## config.mk

```make
export PLATFORM = sky130hd
export DESIGN_NAME = gpio_port_irq
export DESIGN_NICKNAME = d
export VERILOG_FILES = /design/src/rtl/gpio_port_pkg.sv /design/src/rtl/gpio_sync.sv /design/src/rtl/gpio_regs.sv /design/src/rtl/gpio_irq_detect.sv /design/src/rtl/gpio_port_irq.sv
export SDC_FILE = /design/constraint.sdc
export NUM_CORES = 1
export LEC_CHECK = 0
export ABC_AREA = 1
export BUFFER_PORTS_ARGS = -buffer_cell sky130_fd_sc_hd__clkbuf_2
export CAP_MARGIN = 0
export CORE_MARGIN = 2
export CORE_UTILIZATION = 27
export DETAILED_ROUTE_END_ITERATION = 7
export PLACE_DENSITY_LB_ADDON = 0.05
export SLEW_MARGIN = 30
export SYNTH_ARGS = -nofsm -noshare
export SYNTH_HDL_FRONTEND = slang
export SYNTH_SLANG_ARGS = --single-unit
```

## constraint.sdc

```tcl
create_clock -name clk -period 4.1 [get_ports clk]
set_input_delay 0.41 -clock clk [delete_from_list [all_inputs] [get_ports clk]]
set_output_delay 0.41 -clock clk [all_outputs]
set_load 0.01 [all_outputs]
```

## src/rtl/gpio_port_pkg.sv

```systemverilog
package gpio_port_pkg;
   // address regions, decoded from the two top address bits
   localparam logic [1:0] RGN_CTRL = 2'd0;
   localparam logic [1:0] RGN_LOW  = 2'd1;
   localparam logic [1:0] RGN_HIGH = 2'd2;

   // register offsets inside the control region
   localparam logic [3:0] OFS_DIN      = 4'd0;
   localparam logic [3:0] OFS_DOUT     = 4'd1;
   localparam logic [3:0] OFS_CTL_BASE = 4'd2;
   localparam logic [3:0] OFS_STAT     = 4'd10;

   // set/clear register pairs: index k uses offsets BASE+2k (set) and BASE+2k+1 (clear)
   localparam int CTL_REGS = 4;
   localparam int CTL_OE   = 0;
   localparam int CTL_IE   = 1;
   localparam int CTL_TYPE = 2;
   localparam int CTL_POL  = 3;
endpackage

```

## src/rtl/gpio_sync.sv

```systemverilog
module gpio_sync #(
   parameter int DATA_W = 16,
   parameter int STAGES = 2
) (
   input  logic              clk,
   input  logic              rst_n,
   input  logic [DATA_W-1:0] d,
   output logic [DATA_W-1:0] q
);
   if (STAGES < 2) begin : g_bad_stages
      $error("gpio_sync: STAGES must be at least 2");
   end

   logic [DATA_W-1:0] stage_q [STAGES];

   always_ff @(posedge clk or negedge rst_n) begin
      if (!rst_n) begin
         for (int i = 0; i < STAGES; i++) stage_q[i] <= '0;
      end else begin
         stage_q[0] <= d;
         for (int i = 1; i < STAGES; i++) stage_q[i] <= stage_q[i-1];
      end
   end

   assign q = stage_q[STAGES-1];
endmodule

```

## src/rtl/gpio_regs.sv

```systemverilog
module gpio_regs
   import gpio_port_pkg::*;
#(
   parameter int DATA_W = 16,
   parameter int ADDR_W = 10,
   localparam int LANE_W = DATA_W / 2,
   localparam int CTL_W  = CTL_REGS * DATA_W
) (
   input  logic              clk,
   input  logic              rst_n,
   input  logic              bus_sel,
   input  logic              bus_wr,
   input  logic [ADDR_W-1:0] bus_addr,
   input  logic [DATA_W-1:0] bus_wdata,
   output logic [DATA_W-1:0] bus_rdata,
   input  logic [DATA_W-1:0] din,
   input  logic [DATA_W-1:0] stat,
   output logic [DATA_W-1:0] dout_q,
   output logic [CTL_W-1:0]  ctl_flat,
   output logic [DATA_W-1:0] stat_clr
);
   logic              wr_en;
   logic [1:0]        region;
   logic [3:0]        ofs;
   logic [LANE_W-1:0] lmask;
   logic [3:0]        rel;

   assign wr_en  = bus_sel & bus_wr;
   assign region = bus_addr[ADDR_W-1 -: 2];
   assign ofs    = bus_addr[3:0];
   assign lmask  = bus_addr[LANE_W-1:0];
   assign rel    = ofs - OFS_CTL_BASE;

   // set/clear register pairs
   for (genvar k = 0; k < CTL_REGS; k++) begin : g_ctl
      logic [DATA_W-1:0] q;
      always_ff @(posedge clk or negedge rst_n) begin
         if (!rst_n) begin
            q <= '0;
         end else if (wr_en && region == RGN_CTRL) begin
            if (ofs == OFS_CTL_BASE + 4'(2*k))
               q <= q | bus_wdata;
            else if (ofs == OFS_CTL_BASE + 4'(2*k + 1))
               q <= q & ~bus_wdata;
         end
      end
      assign ctl_flat[k*DATA_W +: DATA_W] = q;
   end

   // output data: full write or lane-masked windows
   always_ff @(posedge clk or negedge rst_n) begin
      if (!rst_n) begin
         dout_q <= '0;
      end else if (wr_en) begin
         case (region)
            RGN_CTRL: if (ofs == OFS_DOUT) dout_q <= bus_wdata;
            RGN_LOW:  dout_q[LANE_W-1:0] <= (dout_q[LANE_W-1:0] & ~lmask)
                                          | (bus_wdata[LANE_W-1:0] & lmask);
            RGN_HIGH: dout_q[DATA_W-1:LANE_W] <= (dout_q[DATA_W-1:LANE_W] & ~lmask)
                                               | (bus_wdata[DATA_W-1:LANE_W] & lmask);
            default: ;
         endcase
      end
   end

   assign stat_clr = (wr_en && region == RGN_CTRL && ofs == OFS_STAT) ? bus_wdata : '0;

   always_comb begin
      bus_rdata = '0;
      case (region)
         RGN_CTRL: begin
            if (ofs == OFS_DIN)       bus_rdata = din;
            else if (ofs == OFS_DOUT) bus_rdata = dout_q;
            else if (ofs == OFS_STAT) bus_rdata = stat;
            else if (ofs >= OFS_CTL_BASE && ofs < OFS_CTL_BASE + 4'(2*CTL_REGS))
               bus_rdata = ctl_flat[32'(rel[3:1]) * DATA_W +: DATA_W];
         end
         RGN_LOW, RGN_HIGH: bus_rdata = dout_q;
         default: bus_rdata = '0;
      endcase
   end
endmodule

```

## src/rtl/gpio_irq_detect.sv

```systemverilog
module gpio_irq_detect #(
   parameter int DATA_W = 16
) (
   input  logic              clk,
   input  logic              rst_n,
   input  logic [DATA_W-1:0] smp,
   input  logic [DATA_W-1:0] ie,
   input  logic [DATA_W-1:0] itype,
   input  logic [DATA_W-1:0] ipol,
   input  logic [DATA_W-1:0] clr,
   output logic [DATA_W-1:0] stat_q
);
   logic [DATA_W-1:0] prev_q;
   logic [DATA_W-1:0] hit;

   always_ff @(posedge clk or negedge rst_n) begin
      if (!rst_n) prev_q <= '0;
      else        prev_q <= smp;
   end

   for (genvar i = 0; i < DATA_W; i++) begin : g_bit
      logic rise, fall, edge_hit, level_hit;
      assign rise      = smp[i] & ~prev_q[i];
      assign fall      = ~smp[i] & prev_q[i];
      assign edge_hit  = ipol[i] ? rise : fall;
      assign level_hit = ~(smp[i] ^ ipol[i]);
      assign hit[i]    = ie[i] & (itype[i] ? edge_hit : level_hit);
   end

   // a new event in the clear cycle wins over the clear
   always_ff @(posedge clk or negedge rst_n) begin
      if (!rst_n) stat_q <= '0;
      else        stat_q <= (stat_q & ~clr) | hit;
   end
endmodule

```

## src/rtl/gpio_port_irq.sv

```systemverilog
module gpio_port_irq
   import gpio_port_pkg::*;
#(
   parameter int DATA_W      = 16,
   parameter int ADDR_W      = 10,
   parameter int SYNC_STAGES = 2
) (
   input  logic              clk,
   input  logic              rst_n,
   input  logic              bus_sel,
   input  logic              bus_wr,
   input  logic [ADDR_W-1:0] bus_addr,
   input  logic [DATA_W-1:0] bus_wdata,
   output logic [DATA_W-1:0] bus_rdata,
   input  logic [DATA_W-1:0] pin_in,
   output logic [DATA_W-1:0] pad_out,
   output logic [DATA_W-1:0] pad_oe,
   output logic              irq
);
   localparam int LANE_W = DATA_W / 2;
   localparam int CTL_W  = CTL_REGS * DATA_W;

   if (DATA_W % 2 != 0 || DATA_W < 8 || DATA_W > 32) begin : g_bad_width
      $error("gpio_port_irq: DATA_W must be even and within 8..32");
   end
   if (ADDR_W < LANE_W + 2 || ADDR_W < 6) begin : g_bad_addr
      $error("gpio_port_irq: ADDR_W too small for the lane mask and region bits");
   end

   logic [DATA_W-1:0] sync_q;
   logic [DATA_W-1:0] dout_q;
   logic [CTL_W-1:0]  ctl_flat;
   logic [DATA_W-1:0] stat_clr;
   logic [DATA_W-1:0] stat_q;
   logic [DATA_W-1:0] oe_q, ie_q, type_q, pol_q;

   gpio_sync #(.DATA_W(DATA_W), .STAGES(SYNC_STAGES)) u_sync (
      .clk(clk), .rst_n(rst_n), .d(pin_in), .q(sync_q)
   );

   gpio_regs #(.DATA_W(DATA_W), .ADDR_W(ADDR_W)) u_regs (
      .clk(clk), .rst_n(rst_n),
      .bus_sel(bus_sel), .bus_wr(bus_wr), .bus_addr(bus_addr),
      .bus_wdata(bus_wdata), .bus_rdata(bus_rdata),
      .din(sync_q), .stat(stat_q),
      .dout_q(dout_q), .ctl_flat(ctl_flat), .stat_clr(stat_clr)
   );

   assign oe_q   = ctl_flat[CTL_OE*DATA_W   +: DATA_W];
   assign ie_q   = ctl_flat[CTL_IE*DATA_W   +: DATA_W];
   assign type_q = ctl_flat[CTL_TYPE*DATA_W +: DATA_W];
   assign pol_q  = ctl_flat[CTL_POL*DATA_W  +: DATA_W];

   gpio_irq_detect #(.DATA_W(DATA_W)) u_det (
      .clk(clk), .rst_n(rst_n), .smp(sync_q),
      .ie(ie_q), .itype(type_q), .ipol(pol_q),
      .clr(stat_clr), .stat_q(stat_q)
   );

   assign pad_out = dout_q;
   assign pad_oe  = oe_q;
   assign irq     = |(stat_q & ie_q);
endmodule

```

# Yosys cells after proc, flatten, opt, wreduce, memory -nomap -nowiden
# Cells that the tools add are included.
# op_classes
mul,0
n_bitwise,133
div,0
reduce_logical,19
shifts,1
muxes,49
add_sub_neg,1
eq_ne,13
magnitude_cmp,2
# op_table
op,n
2-to-1 mux 16 bit,14
AND 16 bit,6
bitwise OR 16 bit,5
indexed part select 64 x 8 -> 16 bit,1
AND 1 bit,49
inverter 1 bit,48
AND 8 bit,4
2-to-1 mux 1 bit,32
inverter 16 bit,2
case mux 16 bit (2 select lines),1
case mux 8 bit (2 select lines),2
equality test 4 x 3 -> 1 bit (second input constant),4
bitwise OR 8 bit,2
OR reduction 16 bit,1
XOR 1 bit,16
equality test 4 bit (second input constant),3
nonzero test 2 bit,6
equality test 4 x 2 -> 1 bit (second input constant),2
inverter 8 bit,1
AND reduction 2 bit,4
AND reduction 3 bit,2
equality test 4 x 1 -> 1 bit (second input constant),1
greater-or-equal comparator 4 x 2 -> 1 bit (second input constant),1
zero test 4 bit,1
other kinds (8),10
# word_totals
wordCells,228
latch_bits,0
ff_bits,144
mem_bits_rw,0
output_inout_bits,49
mem_count,0
in_bits,46
rom_bits,0

# Longest topological paths before layout
# Gate-level depths: netlist of the first run.
# logic_depth
ltp_word,7
mapped_depth,14
ltp_nobuf,11

# By module
# From an unflattened synthesis of the first run, not the netlist that was laid out.
# hier_totals
hier_cells,1120
area_unflattened_um2,7872.6
# by_module_without_submodules
mod,area_per_inst_um2,instances,cells_per_inst,seq_area_each_um2
gpio_regs,5236.3,1,797,2001.9
gpio_irq_detect,1581.5,1,240,800.8
gpio_sync,920.9,1,48,800.8
gpio_port_irq,133.9,1,35,0.0

# Least setup slack after synthesis of the first run
# OpenSTA, ideal clock, no wires.
# synth_path
path_kind,input to output
start,input port bus_addr[1]
end,output port bus_rdata[0]
cell_stages,14
path_slack_ns,1.556
required_time_ns,3.690
arrival_ns,2.134
path_cell_list,inv_2 -> clkbuf_1 -> ha_1 -> buf_2 -> inv_1 -> buf_2 -> nand3_1 -> nand2_1 -> nand3_1 -> nand2_1 -> nand2_1 -> nand2_1 -> nand2_1 -> a21oi_1
# synth_between
elab_chain_len,7
elab_cells_between_ends,13
# synth_lines
item,line,text
"start, declared",gpio_port_irq.sv:12,"input logic [ADDR_W-1:0] bus_addr,"
subtractor 4 x 2 -> 4 bit (tied with other cells),gpio_regs.sv:32,assign rel = ofs - OFS_CTL_BASE;
indexed part select 64 x 8 -> 16 bit / logical AND 1 bit (equally long branches),"gpio_regs.sv:76, gpio_regs.sv:75",
2-to-1 mux 16 bit,gpio_regs.sv:75,else if (ofs >= OFS_CTL_BASE && ofs < OFS_CTL_BASE + 4'(2*CTL_REGS))
2-to-1 mux 16 bit,gpio_regs.sv:74,else if (ofs == OFS_STAT) bus_rdata = stat;
2-to-1 mux 16 bit,gpio_regs.sv:73,else if (ofs == OFS_DOUT) bus_rdata = dout_q;
2-to-1 mux 16 bit *,gpio_regs.sv:72,if (ofs == OFS_DIN) bus_rdata = din;
case mux 16 bit (2 select lines) *,gpio_regs.sv:70,case (region)
"end, declared",gpio_port_irq.sv:14,"output logic [DATA_W-1:0] bus_rdata,"
# Mark *: on every way between the ends. The rest lies on a longest branch, timed or not.

# Worst setup path after layout of the first run
# layout_path
start,input port bus_addr[2]
end,output port bus_rdata[3]
# The elaborated chain is that of the path after synthesis.

==> results of run 1 <==
[layer usage]
layer | global-route usage [%] | up-vias
li1 | - | 3294
met1 | 28.2 | 3198
met5 | 0 | -
met4 | 5.75 | 0
met2 | 31.5 | 136
met3 | 3.27 | 27
[critical path, stage by stage]
cell and delay (ps):
clkbuf_2 150, inv_2 150, nand2_2 110, nor2_8 300
nand2_1 430, buf_4 370, o21ai_0 210, inv_1 60
nand2_1 60, a21oi_1 50, clkbuf_2 150
[synth_stat cells (all sizes together), types with 3 or more instances]
| cell | count | share of area (%) |
|---|---|---|
| nand3 | 78 | 5.2 |
| buf | 45 | 3.6 |
| a22o | 20 | 2.3 |
| nor3 | 3 | 0.33 |
| o21ai | 54 | 3.6 |
| clkbuf | 30 | 1.5 |
| inv | 129 | 6.4 |
| o31ai | 16 | 1.6 |
| a31oi | 46 | 3.8 |
| nand2 | 264 | 13 |
| dfrtp | 144 | 48 |
| nor2 | 27 | 1.6 |
| a21oi | 80 | 5.3 |
| ha | 6 | 0.99 |
| o211ai | 18 | 2.2 |
[how the worst max path moves through the flow]
stage,depth (start not counted),endpoint,slack (ps)
after floorplan,14,bus_rdata[0],1560
after global placement,12,bus_rdata[11],1260
after detailed placement,11,bus_rdata[3],1180
after CTS,11,bus_rdata[3],1180
after global routing,11,bus_rdata[3],990
final,11,bus_rdata[3],1210
[cell usage in the layout, fill, tap and decap left out, drive strengths merged, types with 18 or more instances in the layout]
cell,count
o21ai,54
a22o,20
o211ai,18
nand3,78
dfrtp,144
a31oi,46
buf,23
inv,129
nor2,27
clkbuf,115
a21oi,80
nand2,264
[cells by family after synthesis]
logic type	Yosys count
DFF	144
AOI/OAI and AO/OA	237
adders and majority gates	6
and+or+nand+nor	375
buffers and inverters	204
[timing repair]
item | in CTS | in global routing
setup buffers | 0 | 0
hold buffers | 1 | 0
endpoints found under the hold margin | 7 | 0
[cell type report]
cell class / count / share of cell area (%)
Multi-Input combinational cell: 618 / 34.8
Clock inverter: 9 / 1.49
Tap cell: 378 / 5.30
Inverter: 129 / 5.42
Timing Repair Buffer: 117 / 7.30
Sequential cell: 144 / 40.4
Clock buffer: 22 / 5.31
[stage by stage]
step                hold slack, ps  setup slack, ps  utilization [%]
CTS                           60.8             1180             32.2
finish                        77.2             1210             32.2
global route                  63.4              987             32.2
floorplan                      114             1560                -
global placement               332             1260             30.0
detailed placement             336             1180             30.0
[power groups by stage]
stage | Sequential [W] | Combinational (W) | Clock [W]
floorplan | 0.00175 | 0.000438 | 0
global placement | 0.00182 | 0.000728 | 0
detailed placement | 0.00181 | 0.000727 | 0
CTS | 0.00179 | 0.000731 | 0.00169
global route | 0.00181 | 0.000816 | 0.00175
finish | 0.00179 | 0.000718 | 0.00164
==> flow_metrics.py, run 1 <==
metrics = {
    "status": {
        "status": "finished clean",
    },
    "yosys": {
        "synth_compound_area_share_pct": 19.1,
        "yosysWarnings": 0,
        "yosys-mux-area-fraction_pct": 0,
        "synth_cell_types": 33,
        "synth-xor-area-share_pct": 0,
        "async_reset_ff_share_pct": 100,
        "syn-instance-count": 966,
        "syn-cell-area_sq_um": 7560,
        "yosysSeqAreaShare_pct": 47.6,
        "synthSimpleGateAreaFrac_pct": 20.7,
        "ys_ff_latch": 144,
        "synth_ff_type": "dfrtp_1",
        "synth_edf_count": 0,
        "syn_nets": 1018,
        "synth_area_per_cell_sq_um": 7.83,
        "synth_top_family_by_area": "simple AND/OR/NAND/NOR gates",
        "synth_fa_ha_area_share_pct": 0.993,
    },
    "place": {
        "placed_cells": 1385,
        "place_area_sq_um": 8310,
        "dpl.hpwl_um": 19200,
        "gp_congestion": 0.832,
        "numPortBuffers": 94,
    },
    "detailed_routing": {
        "wl_per_cell_um": 19.8,
        "top_layer": "met4",
        "wirelength_um": 28000,
        "met1Wirelength_um": 13600,
        "vias": 6655,
        "dr_wl_met2_um": 12800,
        "dr_wl_met3_um": 1100,
        "ant_nets": 0,
        "drc": 0,
        "drtPass1Iterations": 5,
        "dr.first_iter.drc_count": 540,
        "viasPerCell": 4.70,
    },
    "timing": {
        "slew_viol_final": 0,
        "max_slew_margin_pct": 38.8,
        "post-route-min-period_ps": 2890,
        "worst_slew_pin_slew_ps": 919,
        "fin_tns_setup_ps": 0,
        "period_share_pct": 70.5,
        "rsz0062_at_grt": "no",
        "clock.fmax_mhz": 346,
        "hold_viol_final": 0,
        "setup_viol": 0,
        "clock_skew_ps": 9.18,
    },
    "cts": {
        "cts_tree": "yes",
        "cts.clk_slew.worst_paths_ps": 70,
        "cts_max_path_buffers": 2,
        "cts_buffers": 17,
        "h-tree-depth": 4,
        "cts_resized": 0,
        "numClockSinks": 144,
        "clock_latency_ps": 430,
        "clock_tree.root_cell": "clkbuf_16",
    },
    "die": {
        "die_w_um": 171,
        "die_area_sq_um": 29400,
        "initial_utilization_pct": 27.3,
        "coreArea_sq_um": 27700,
        "die_y_um": 171,
        "pin_count": 95,
        "rows": 61,
    },
    "pwr": {
        "power_frac_seq_pct": 43.1,
        "switching_share_pct": 30.7,
        "p_comb_share_pct": 17.3,
        "p_int_w": 0.00287,
        "p_switching_w": 0.00127,
        "power_w": 0.00415,
        "vdd_drop_max_uv": 253,
        "p_per_area_nw_per_um2": 465,
        "p_leak_nw": 4.33,
        "clkPwrFrac_pct": 39.6,
    },
    "finish": {
        "stdcell_area_sq_um": 8930,
        "area_delta_synth_final_pct": 18.0,
        "antennaDiodeCount": 0,
        "finalNetCount": 1079,
        "n_fill_cell": 2975,
        "multi_input_area_sq_um": 3110,
        "finalNonFillerCells": 1417,
        "seq_area_sq_um": 3600,
        "drive_gt1_share_pct": 16.2,
    },
    "global_route": {
        "grt_use_total_pct": 20.0,
        "antenna_found_initial": 0,
        "grt_pass1_vias": 6552,
        "grt_max_degree": 65,
        "grt.overflow.total": 0,
        "grt_pass1_wl_um": 42500,
    },
    "setup_path": {
        "r2r_cells": 4,
        "r2r_slack_ps": 3040,
        "regToRegEndpoint": "u_det.stat_q[12]",
        "critPathRequiredTime_ps": 3690,
        "critPathKind": "input port to output port",
        "crit_path_end_kind": "output port",
        "path_max_fanout": 19,
        "cp-startpoint": "bus_addr[2]",
        "start_kind": "input port",
        "crit_arrival_ps": 2480,
    },
    "worst_hold_path": {
        "hp-start": "pin_in[0]",
        "hold_path_end": "u_sync.stage_q[16]",
        "hold_depth": 1,
        "min_path_type": "input port to flop",
    },
    "job": {
        "maxCapViolCount": 0,
    },
}
No activity file was read; power rests on OpenSTA's default activity.
==> run 2, diff against run 1 <==
--- a/config.mk
+++ b/config.mk
@@ -5,7 +5,7 @@
 export SDC_FILE = /design/constraint.sdc
 export NUM_CORES = 1
 export LEC_CHECK = 0
-export ABC_AREA = 1
+export ABC_AREA = 0
 export BUFFER_PORTS_ARGS = -buffer_cell sky130_fd_sc_hd__clkbuf_2
 export CAP_MARGIN = 0
 export CORE_MARGIN = 2
==> constraint.sdc (replaced) <==
create_clock -name clk -period 2.63 [get_ports clk]
set_input_delay 0.263 -clock clk [delete_from_list [all_inputs] [get_ports clk]]
set_output_delay 0.263 -clock clk [all_outputs]
set_load 0.01 [all_outputs]
==> run 2 against run 1 <==
  * First-iteration DRC count shrank 34%
  * Final cell count down 20%
  * Total power is 42% higher
  * Critical path type unchanged
  * Utilization increased by 1.7 points
  * Global-route usage down 1.5 points
  * Largest power group unchanged
  * Design area down 1.1%
  * Non-clock buffer count up 37
  * Synthesized cell count fell by 31%
  * Clock skew down 2.2 ps
  * Worst setup slack lost 1000 ps
==> flow_metrics.py, run 2 <==
metrics = {
    "status": {
        "status": "finished clean",
    },
    "setup_path": {
        "critPathKind": "input port to output port",
        "r2r_slack_ps": 1480,
        "crit_arrival_ps": 2160,
        "start_kind": "input port",
        "critPathRequiredTime_ps": 2370,
        "crit_path_end_kind": "output port",
        "r2r_cells": 3,
        "path_max_fanout": 9,
    },
    "worst_hold_path": {
        "hold_depth": 2,
        "min_path_type": "input port to flop",
    },
    "pwr": {
        "vdd_drop_max_uv": 401,
        "p_switching_w": 0.00181,
        "p_per_area_nw_per_um2": 669,
        "power_frac_seq_pct": 45.6,
        "p_leak_nw": 3.98,
        "switching_share_pct": 30.6,
        "p_int_w": 0.00410,
        "clkPwrFrac_pct": 39.5,
        "p_comb_share_pct": 14.9,
    },
    "yosys": {
        "yosysWarnings": 0,
        "synth_area_leaders": "dfrtp_1, mux2_2, nand2_1",
        "syn_nets": 714,
        "ys_ff_latch": 144,
        "async_reset_ff_share_pct": 100,
        "yosysMostFrequentCell": "dfrtp_1",
        "yosysTopAreaCell": "dfrtp_1",
        "synthTopCellsByCount": "dfrtp_1, nand2_1, mux2_2, a21oi_1, nor2_1",
        "syn-cell-area_sq_um": 7180,
        "synth_area_per_cell_sq_um": 10.8,
        "yosysSeqAreaShare_pct": 50.2,
        "syn-instance-count": 662,
        "synth.top_cell.area_share_pct": 50.2,
        "synth_ff_type": "dfrtp_1",
        "synth_edf_count": 0,
        "synth_cell_types": 42,
    },
    "cts": {
        "cts_tree": "yes",
        "cts_buffers": 17,
        "post_cts_buffers": 0,
        "h-tree-depth": 4,
        "cts.clk_slew.worst_paths_ps": 70,
        "numClockSinks": 144,
        "clock_tree.root_cell": "clkbuf_16",
        "cts_max_path_buffers": 2,
        "clock_latency_ps": 430,
    },
    "finish": {
        "stdcell_area_sq_um": 8830,
        "finalNonFillerCells": 1129,
        "mostFrequentLayoutCell": "dfrtp_1",
        "finalNetCount": 833,
        "drive_gt1_share_pct": 32.5,
        "antennaDiodeCount": 0,
        "area_delta_synth_final_pct": 23.1,
        "mostFrequentLayoutCells": "dfrtp_1, nand2_1, clkbuf_2, mux2_2, buf_4",
    },
    "timing": {
        "worst_slew_pin_slew_ps": 828,
        "clock_skew_ps": 7.03,
        "whs_ps": 150,
        "slew_viol_final": 0,
        "hold_viol_final": 0,
        "setup_viol": 0,
        "rsz0062_at_grt": "no",
        "fin_tns_setup_ps": 0,
        "max_slew_margin_pct": 44.7,
        "period_share_pct": 92.3,
        "post-route-min-period_ps": 2430,
        "clock.fmax_mhz": 412,
    },
    "detailed_routing": {
        "drc": 0,
        "wl_per_cell_um": 22.2,
        "viasPerCell": 4.97,
        "drtPass1Iterations": 5,
        "dr.first_iter.drc_count": 359,
        "ant_nets": 0,
        "vias": 5613,
        "wirelength_um": 25000,
    },
    "die": {
        "die_w_um": 167,
        "rows": 59,
        "pin_count": 95,
        "die_area_sq_um": 27900,
        "coreArea_sq_um": 26100,
        "die_y_um": 167,
        "initial_utilization_pct": 27.5,
    },
    "global_route": {
        "grt_pass1_vias": 5606,
        "grt_use_total_pct": 18.4,
        "antenna_found_initial": 0,
        "grt_pass1_wl_um": 37800,
        "grt.overflow.total": 0,
        "grt_max_degree": 63,
    },
    "place": {
        "place_area_sq_um": 8110,
        "dpl.hpwl_um": 17800,
        "placed_cells": 1080,
        "numPortBuffers": 94,
        "gp_congestion": 0.852,
    },
    "job": {
        "maxCapViolCount": 0,
    },
}
-- run 2: changes by cell type after synthesis, moves of 28 or more --
cell / change
a21oi_1: -43
a31oi_1: -44
inv_1: -113
mux2_2: +65
nand2_1: -129
nand3_1: -59
nor2b_1: +28
-- run 2: kinds of logic after synthesis --
kind of cell               share of synthesized area (%)
adders and majority gates                           1.05
DFF                                                 50.2
AOI/OAI and AO/OA                                   12.7
buffers and inverters                               4.85
muxes                                               17.7
and+or+nand+nor                                     13.6
-- run 2: final cells by class --
type	instances	area, sq um
Multi-Input combinational cell	453	3230
Tap cell	335	419
Clock inverter	14	126
Inverter	11	41.3
Clock buffer	18	429
Sequential cell	144	3600
Fill cell	2673	17200
Timing Repair Buffer	154	982
-- run 2: per-stage QoR --
step / utilization [%] / worst slack, ps / power, W
after floorplan: - / 232 / 0.00313
final: 33.9 / 202 / 0.00591
after global placement: 31.1 / 207 / 0.00360
after CTS: 33.9 / 162 / 0.00599
after global routing: 33.9 / 11.5 / 0.00621
after detailed placement: 31.1 / 176 / 0.00361
-- run 2: power by group through the flow --
stage / Sequential, W / Clock (W) / Combinational [W]
after global placement: 0.00273 / 0 / 0.000864
after global routing: 0.00273 / 0.00251 / 0.000971
after detailed placement: 0.00274 / 0 / 0.000875
final: 0.00270 / 0.00233 / 0.000880
after CTS: 0.00270 / 0.00240 / 0.000898
after floorplan: 0.00267 / 0 / 0.000455
-- run 2: worst max-delay path: stages --
cell      delay [ps]
clkbuf_2         170
or4b_1           360
nor2b_1          710
buf_4            280
o221ai_1         120
o21ai_1          110
clkbuf_2         150
-- run 2: path summary, 6_finish.rpt --
| kind | startpoint | endpoint |
|---|---|---|
| hold / removal | bus_wdata[10] | flop |
| hold reg to reg | u_sync.stage_q[22] | u_sync.q[6] |
| max in group asynchronous | rst_n | u_det.stat_q[4] |
| setup reg to reg | flop | u_det.stat_q[4] |
| setup / recovery | bus_addr[0] | bus_rdata[12] |
| min in group asynchronous | rst_n | u_sync.stage_q[31] |
-- run 2: per-layer routing --
| metal | track usage, % | routed length [um] | vias to the layer above | part of all wire [%] |
|---|---|---|---|---|
| met3 | 3.59 | 1230 | 19 | 4.9 |
| met4 | 4.84 | 388 | 0 | 1.5 |
| met2 | 29.8 | 11900 | 165 | 48 |
| met5 | 0 | 0 | - | 0 |
| li1 | - | - | 2574 | - |
| met1 | 25.4 | 11500 | 2855 | 46 |
-- run 2: repair_timing --
action                                 in CTS  in global routing
resized for setup                           0                  0
endpoints found under the hold margin      75                  0
hold buffers                               17                  0
